<file path="src/rtl/vec_seq_pkg.sv">
package vec_seq_pkg;
  typedef enum logic [1:0] {
    SEQ_IDLE = 2'd0,
    SEQ_RUN  = 2'd1,
    SEQ_ZERO = 2'd2
  } seq_state_e;
endpackage

</file>
<file path="src/rtl/vec_len_reg.sv">
module vec_len_reg #(
  parameter int MVL   = 16,
  parameter int REQ_W = 16,
  parameter int VL_W  = 5
) (
  input  logic             clk_i,
  input  logic             rst_ni,
  input  logic             wr_i,
  input  logic [REQ_W-1:0] len_i,
  output logic [VL_W-1:0]  vl_o
);
  localparam logic [REQ_W-1:0] MAX_REQ = REQ_W'(MVL);

  always_ff @(posedge clk_i or negedge rst_ni) begin
    if (!rst_ni)   vl_o <= '0;
    else if (wr_i) vl_o <= (len_i > MAX_REQ) ? VL_W'(MVL) : VL_W'(len_i);
  end
endmodule

</file>
<file path="src/rtl/vec_group_ctr.sv">
module vec_group_ctr
  import vec_seq_pkg::*;
#(
  parameter int LANES = 4,
  parameter int VL_W  = 5,
  parameter int EW    = 5
) (
  input  logic            clk_i,
  input  logic            rst_ni,
  input  logic            start_i,
  input  logic [VL_W-1:0] vl_i,
  output logic            idle_o,
  output logic            run_o,
  output logic            zero_o,
  output logic            last_o,
  output logic [EW-1:0]   base_o,
  output logic [EW-1:0]   len_o
);
  localparam logic [EW-1:0] STEP = EW'(LANES);

  seq_state_e state_q;
  logic [EW-1:0] base_q, len_q;

  assign idle_o = (state_q == SEQ_IDLE);
  assign run_o  = (state_q == SEQ_RUN);
  assign zero_o = (state_q == SEQ_ZERO);
  assign last_o = run_o && (base_q + STEP >= len_q);
  assign base_o = base_q;
  assign len_o  = len_q;

  always_ff @(posedge clk_i or negedge rst_ni) begin
    if (!rst_ni) begin
      state_q <= SEQ_IDLE;
      base_q  <= '0;
      len_q   <= '0;
    end else begin
      unique case (state_q)
        SEQ_IDLE: if (start_i) begin
          base_q  <= '0;
          len_q   <= EW'(vl_i);
          state_q <= (vl_i == '0) ? SEQ_ZERO : SEQ_RUN;
        end
        SEQ_RUN: begin
          if (last_o) state_q <= SEQ_IDLE;
          else        base_q  <= base_q + STEP;
        end
        default: state_q <= SEQ_IDLE;
      endcase
    end
  end
endmodule

</file>
<file path="src/rtl/vec_lane_mask.sv">
module vec_lane_mask #(
  parameter int LANES = 4,
  parameter int EW    = 5
) (
  input  logic                active_i,
  input  logic [EW-1:0]       base_i,
  input  logic [EW-1:0]       len_i,
  output logic [LANES*EW-1:0] idx_o,
  output logic [LANES-1:0]    mask_o
);
  for (genvar l = 0; l < LANES; l++) begin : g_lane
    logic [EW-1:0] idx;
    assign idx = base_i + EW'(l);
    assign idx_o[l*EW +: EW] = idx;
    assign mask_o[l] = active_i && (idx < len_i);
  end
endmodule

</file>
<file path="src/rtl/vec_hazard.sv">
module vec_hazard #(
  parameter int REG_W  = 5,
  parameter int WB_LAT = 3
) (
  input  logic             clk_i,
  input  logic             rst_ni,
  input  logic             retire_i,
  input  logic [REG_W-1:0] retire_dst_i,
  input  logic [REG_W-1:0] src_i,
  output logic             busy_o
);
  localparam int NREGS = 1 << REG_W;
  localparam int CW    = $clog2(WB_LAT + 1);

  logic [NREGS-1:0] pend;

  for (genvar r = 0; r < NREGS; r++) begin : g_reg
    logic [CW-1:0] cnt_q;
    always_ff @(posedge clk_i or negedge rst_ni) begin
      if (!rst_ni)                                         cnt_q <= '0;
      else if (retire_i && retire_dst_i == REG_W'(r))      cnt_q <= CW'(WB_LAT);
      else if (cnt_q != '0)                                cnt_q <= cnt_q - 1'b1;
    end
    assign pend[r] = (cnt_q != '0);
  end

  assign busy_o = pend[src_i];
endmodule

</file>
<file path="src/rtl/vec_seq.sv">
module vec_seq #(
  parameter int LANES  = 4,
  parameter int MVL    = 16,
  parameter int REQ_W  = 16,
  parameter int REG_W  = 5,
  parameter int WB_LAT = 3,
  localparam int VL_W  = $clog2(MVL + 1),
  localparam int EW    = $clog2(MVL + LANES)
) (
  input  logic                clk_i,
  input  logic                rst_ni,
  input  logic                instr_valid_i,
  output logic                instr_ready_o,
  input  logic                instr_setvl_i,
  input  logic [REQ_W-1:0]    instr_len_i,
  input  logic [REG_W-1:0]    instr_src_i,
  input  logic [REG_W-1:0]    instr_dst_i,
  output logic [VL_W-1:0]     vl_o,
  output logic                step_valid_o,
  output logic [EW-1:0]       step_base_o,
  output logic [LANES*EW-1:0] step_idx_o,
  output logic [LANES-1:0]    step_mask_o,
  output logic                done_o
);
  logic accept, start, idle, run, zero, last, busy;
  logic [EW-1:0] base, len;
  logic [REG_W-1:0] dst_q;

  // set-length never reads a vector register, so it bypasses the scoreboard
  assign instr_ready_o = idle && (instr_setvl_i || !busy);
  assign accept        = instr_valid_i && instr_ready_o;
  assign start         = accept && !instr_setvl_i;

  always_ff @(posedge clk_i or negedge rst_ni) begin
    if (!rst_ni)    dst_q <= '0;
    else if (start) dst_q <= instr_dst_i;
  end

  vec_len_reg #(.MVL(MVL), .REQ_W(REQ_W), .VL_W(VL_W)) u_len (
    .clk_i, .rst_ni,
    .wr_i  (accept && instr_setvl_i),
    .len_i (instr_len_i),
    .vl_o  (vl_o)
  );

  vec_group_ctr #(.LANES(LANES), .VL_W(VL_W), .EW(EW)) u_ctr (
    .clk_i, .rst_ni,
    .start_i (start),
    .vl_i    (vl_o),
    .idle_o  (idle),
    .run_o   (run),
    .zero_o  (zero),
    .last_o  (last),
    .base_o  (base),
    .len_o   (len)
  );

  vec_lane_mask #(.LANES(LANES), .EW(EW)) u_mask (
    .active_i (run),
    .base_i   (base),
    .len_i    (len),
    .idx_o    (step_idx_o),
    .mask_o   (step_mask_o)
  );

  vec_hazard #(.REG_W(REG_W), .WB_LAT(WB_LAT)) u_haz (
    .clk_i, .rst_ni,
    .retire_i     (last),
    .retire_dst_i (dst_q),
    .src_i        (instr_src_i),
    .busy_o       (busy)
  );

  assign step_valid_o = run;
  assign step_base_o  = base;
  assign done_o       = last || zero;
endmodule

</file>
<file path="config.mk">
export PLATFORM = sky130hd
export DESIGN_NAME = vec_seq
export DESIGN_NICKNAME = d
export VERILOG_FILES = /design/src/rtl/vec_seq_pkg.sv /design/src/rtl/vec_len_reg.sv /design/src/rtl/vec_group_ctr.sv /design/src/rtl/vec_lane_mask.sv /design/src/rtl/vec_hazard.sv /design/src/rtl/vec_seq.sv
export SDC_FILE = /design/constraint.sdc
export NUM_CORES = 1
export LEC_CHECK = 0
export ABC_AREA = 0
export BUFFER_PORTS_ARGS = -buffer_cell sky130_fd_sc_hd__buf_2
export CAP_MARGIN = 10
export CORE_MARGIN = 5
export CORE_UTILIZATION = 45
export CTS_CLUSTER_DIAMETER = 60
export DETAILED_ROUTE_END_ITERATION = 16
export GPL_ROUTABILITY_DRIVEN = 0
export PLACE_DENSITY_LB_ADDON = 0.15
export RECOVER_POWER = 50
export SLEW_MARGIN = 5
export SYNTH_ARGS = -nofsm -noshare
export SYNTH_HDL_FRONTEND = slang
export SYNTH_SLANG_ARGS = --single-unit
</file>
<file path="constraint.sdc">
create_clock -name clk_i -period 2.25 [get_ports clk_i]
set_clock_uncertainty 0.05 [all_clocks]
set_input_delay 0.45 -clock clk_i [delete_from_list [all_inputs] [get_ports clk_i]]
set_output_delay 0.45 -clock clk_i [all_outputs]
set_load 0.02 [all_outputs]
</file>
# ---- Word-level counts from Yosys, hierarchy flattened
# Cells that the tools add are included.
dict set report word_totals {
  word_cells 306
  register_bits 86
  in_bits 30
  out_inout_bits 37
}
dict set report op_classes {
  n_lt_le_gt_ge 7
  add_sub_neg 36
  n_eq_ne 36
  n_reduce_logical 116
  muxes 74
}
# cell n
set op_table {}
lappend op_table {{2-bit two-way mux} 67}
lappend op_table {{2-bit nonzero test} 65}
lappend op_table {{5-bit equality test (second input constant)} 16}
lappend op_table {{2-bit by 1-bit subtractor with 2-bit output (second input constant)} 32}
lappend op_table {{1-bit logical AND} 41}
lappend op_table {{5-bit by 4-bit equality test with 1-bit output (second input constant)} 8}
lappend op_table {{5-bit by 3-bit equality test with 1-bit output (second input constant)} 4}
lappend op_table {{5-bit < comparator} 4}
lappend op_table {{16-bit by 5-bit > comparator with 1-bit output (second input constant)} 1}
lappend op_table {{5-bit two-way mux} 3}
lappend op_table {{5-bit by 2-bit adder with 5-bit output (second input constant)} 2}
lappend op_table {{5-bit by 2-bit equality test with 1-bit output (second input constant)} 2}
lappend op_table {{5-bit logical NOT} 2}
lappend op_table {{5-bit case mux with 2 select lines} 1}
lappend op_table {{5-bit by 6-bit < comparator with 1-bit output (second input constant)} 1}
lappend op_table {{2-bit != test (second input constant)} 3}
lappend op_table {{5-bit by 1-bit adder with 5-bit output (second input constant)} 1}
lappend op_table {{5-bit by 3-bit adder with 5-bit output (second input constant)} 1}
lappend op_table {{1-bit binary-select mux with 5-bit select} 1}
lappend op_table {{5-bit by 1-bit equality test with 1-bit output (second input constant)} 1}
lappend op_table {{5-bit greater-or-equal comparator} 1}
lappend op_table {{2-bit case mux with 2 select lines} 1}
lappend op_table {{2-bit AND reduction} 2}
lappend op_table {{3-bit AND reduction} 1}
lappend op_table {{other kinds (6)} 8}

# ---- Longest topological paths before layout
dict set report logic_depth {
  depth_word 10
  mapped_depth 9
  depth_no_buf 8
}

# ---- Cells and area by module
# A second synthesis with hierarchy kept.
dict set report hier_totals {
  hier_cells 548
  hier_area_um2 5207.5
}
# mod area_per_inst_um2 seq_area_each_um2 instances cells_each
set modules_own_cells {}
lappend modules_own_cells {vec_hazard 3578.4 1601.5 1 381}
lappend modules_own_cells {vec_lane_mask 574.3 0.0 1 76}
lappend modules_own_cells {vec_group_ctr 549.3 250.2 1 52}
lappend modules_own_cells {vec_seq 260.2 125.1 1 16}
lappend modules_own_cells {vec_len_reg 245.2 125.1 1 23}

# ---- Worst setup path before layout
# Ideal clock, no wire load.
dict set report synth_timing {
  path_type {register to output}
  startpoint {register u_ctr.base_q[2] (netlist: u_ctr.base_o[2])}
  endpoint {output step_mask_o[2]}
  slack_ns -0.664
  n_path_buf 0
  arrival_ns 2.414
  path_stages_with_launch 7
  required_ns 1.750
  path_cell_list {dfrtp_1 ha_1 nor2b_1 o21ai_0 nand2b_1 a211oi_1 a21boi_0}
}
dict set report synth_between {
  elab_chain_len 3
}
# element line
set synth_rtl {}
lappend synth_rtl {{start: declaration} vec_group_ctr.sv:22} ;# logic [EW-1:0] base_q, len_q;
lappend synth_rtl {{start signal: assignment} vec_group_ctr.sv:45} ;# else base_q <= base_q + STEP;
lappend synth_rtl {{5-bit by 2-bit adder with 5-bit output} vec_lane_mask.sv:13} ;# assign idx = base_i + EW'(l);
lappend synth_rtl {{5-bit < comparator} vec_lane_mask.sv:15} ;# assign mask_o[l] = active_i && (idx < len_i);
lappend synth_rtl {{1-bit logical AND} vec_lane_mask.sv:15}
lappend synth_rtl {{end: declaration} vec_seq.sv:22} ;# output logic [LANES-1:0] step_mask_o,
# Every way passes these cells.

# ---- Final worst setup path
# Ends and elaborated chain as after synthesis.

==> results.json <==
{
  "start_util_pct": 45.5,
  "drt-initial-drc-count": 147,
  "internal-power_mw": 5.63,
  "cp.required_ns": 1.75,
  "crit_cells": 8,
  "drv_slew": 0,
  "antenna_found_initial": 0,
  "cts_tree": "done",
  "rr_endpoint": "u_ctr.base_o[4]$_DFFE_PN0P_",
  "grt_max_degree": 51,
  "holdPathStages": 2,
  "clock_latency_ns": 0.37,
  "fin_ws_ns": -0.343,
  "async_reset_ff_share_pct": 100,
  "timing.rr.start": "u_ctr.base_o[2]$_DFFE_PN0P_",
  "clock_power_share_pct": 11.1,
  "synth_cells": 495,
  "drive_gt1_share_pct": 37.7,
  "grt_usage_pct": 17.8,
  "cts_buffers": 9,
  "timing.final.crit_period_ns": 2.59,
  "worstPathArrival_ns": 2.09,
  "die_h_um": 114,
  "worst_path_most_repeated_cell": "buf_6",
  "power_frac_comb_pct": 59.1,
  "synth.avg_cell_area_um2": 9.93,
  "p_leak_nw": 3.01,
  "via_per_inst": 5.14,
  "cp-end-kind": "output port",
  "die-width_um": 114,
  "max_slew_margin_pct": 42.2,
  "rsz0062_at_grt": "yes",
  "ys_warn_count": 0,
  "io_pins": 67,
  "hold_class": "primary input to register",
  "rr_worst_depth": 10,
  "cellPowerDensity_nw_per_um2": 1490,
  "cp_max_fo": 4,
  "min_to": "u_len.vl_o[1]$_DFFE_PN0P_",
  "outcome": "finished with violations",
  "synthFlopType": "dfrtp_1",
  "dpl.hpwl_um": 7670,
  "first_pass_iters": 4,
  "cp_top_family": "compound AO/OA/AOI/OAI gates",
  "clockBufferDepth": 2,
  "core_um2": 10800,
  "ys_seq_area_share_pct": 42.8,
  "wl_per_cell_um": 14.9,
  "htreeDepth": 3,
  "ir_drop_v": 0.000612,
  "vias": 3806,
  "netlist_area_um2": 4910,
  "finish.instance_area_um2": 6350,
  "mostFrequentLayoutCells": "dfrtp_1, buf_4, inv_1",
  "period_share_pct": 115,
  "critPathBufInv": 2,
  "grt_overflow_total": 0,
  "cts-root-buf": "clkbuf_8",
  "rrSetupSlack_ns": 0.04,
  "numPortBuffers": 56,
  "clkTransAtPathRegs_ns": 0.08,
  "max_freq_mhz": 386,
  "maxCapViolCount": 0,
  "min_from": "instr_len_i[1]",
  "placed_area_um2": 5380,
  "clock-sinks": 84,
  "antenna_left": 0,
  "num_rows": 38,
  "violations": "setup timing",
  "finalSetupViolCount": 6,
  "fin_nets": 667,
  "synth_edf_count": 0,
  "fin_setup_tns_ns": -1.25,
  "final_hold_viol_count": 0,
  "max_stage_delay_ns": 0.45,
  "yosys_register_bits": 84,
  "final_common_cell": "dfrtp_1",
  "grt_pass1_vias": 4001,
  "power_frac_seq_pct": 29.8,
  "yosysUniqueCellTypes": 46,
  "cp_cell_sequence": "buf_6 -> ha_4 -> nor2b_4 -> o21ai_2 -> nand2b_1 -> a211oi_4 -> a21boi_4 -> buf_6",
  "area_growth_syn_to_layout_pct": 29.3,
  "die_area_um2": 13100,
  "grt_pass1_wl_um": 18600,
  "swShare_pct": 40.4,
  "drc": 0,
  "fill_cells": 919,
  "diodes": 0,
  "p_switching_mw": 3.82,
  "crit_type": "register to output port",
  "slowest_stage": "dfrtp_2",
  "start_kind": "register",
  "worst_slew_pin_slew_ns": 0.866,
  "finalWirelength_um": 11000
}
repair_timing:
| item | CTS | global route |
|---|---|---|
| pin swaps | 21 | 20 |
| buffers inserted | 34 | 10 |
| hold endpoints to repair | 34 | 0 |
| endpoints found under the setup margin | 6 | 60 |
| hold buffers | 1 | 0 |
| resized for setup | 73 | 40 |
worst register-to-register path, stage by stage (launching register included):
cell     delay [ns]
dfrtp_2        0.43
inv_1          0.07
ha_1           0.28
nor3b_1        0.14
o21a_1         0.18
o21ai_2        0.18
buf_4          0.15
buf_4          0.09
buf_4          0.11
nand3_2        0.13
a32o_1         0.28
worst max-delay path by stage:
| stage | slack [ns] | to | startpoint |
|---|---|---|---|
| 2_1_floorplan | 0.006 | step_mask_o[2] | u_ctr.base_o[4]$_DFFE_PN0P_ |
| 3_3_place_gp | 0.03 | instr_ready_o | instr_src_i[2] |
| 3_5_place_dp | 0.01 | instr_ready_o | instr_src_i[2] |
| 4_1_cts | -0.38 | step_mask_o[2] | u_ctr.base_o[2]$_DFFE_PN0P_ |
| 5_1_grt | -0.44 | step_mask_o[2] | u_ctr.base_o[2]$_DFFE_PN0P_ |
| 6_report | -0.34 | step_mask_o[2] | u_ctr.base_o[2]$_DFFE_PN0P_ |
per-stage QoR:
step	power, mW	setup slack (ns)	utilization [%]	std cells	hold WS (ns)
4_1_cts	8.99	-0.384	56.9	730	0.243
3_5_place_dp	6.90	0.0111	49.9	679	0.387
5_1_grt	10.4	-0.437	58.9	740	0.248
3_3_place_gp	6.65	0.0298	49.9	679	0.387
2_1_floorplan	5.92	0.00560	-	503	0.104
6_report	9.45	-0.343	58.9	740	0.254
logic make-up after synthesis:
logic type	share of synthesized area (%)
XOR/XNOR	5.88
multiplexers	6.16
flip-flops	42.8
buffers and inverters	10.3
adder cells (fa/ha/maj)	10.7
AO/OA/AOI/OAI	13.9
other	0.153
AND/OR/NAND/NOR	10.2
cells in the mapped netlist (10+ instances only):
master,n,area [µm²]
buf_4,20,150
clkbuf_1,10,37.5
dfrtp_1,84,2100
ha_1,42,526
inv_1,73,274
mux2i_1,16,160
nand2_1,43,161
nand3_1,10,50.1
nor2_1,14,52.6
o21ai_0,40,200
o221ai_1,25,219
xor2_1,33,289
flip-flops by register name, summed over array words and instances (netlist names):
signal,count
dst_q,5
u_ctr.base_o,3
u_ctr.len_o,5
u_ctr.state_q,2
u_haz.g.cnt_q,64
u_len.vl_o,5
layer usage:
metal  part of all wire, %  GRT usage [%]  vias to the layer above
met5                     0              0                        -
met4                   1.5           5.78                        0
met3                   3.5           3.44                       14
met2                    51           31.3                       71
met1                    44           22.0                     1853
li1                      -              -                     1868
power by group through the flow:
stage          registers, mW  logic [mW]  clock network (mW)
6_report                2.81        5.59                1.05
5_1_grt                 2.90        6.32                1.15
4_1_cts                 2.77        5.14                1.09
3_5_place_dp            2.82        4.08                   0
3_3_place_gp            2.78        3.87                   0
2_1_floorplan           2.68        3.24                   0
layout make-up:
| cell class | instances | area, µm² | share of cell area (%) |
|---|---|---|---|
| clock buffer | 11 | 131 | 2.07 |
| clock inverter | 5 | 52.6 | 0.827 |
| inverter | 73 | 274 | 4.31 |
| multi-input combinational | 313 | 2820 | 44.4 |
| sequential | 84 | 2100 | 33.1 |
| tap | 140 | 175 | 2.76 |
| timing repair buffer | 114 | 793 | 12.5 |
Power figures use the tool's default switching activity.
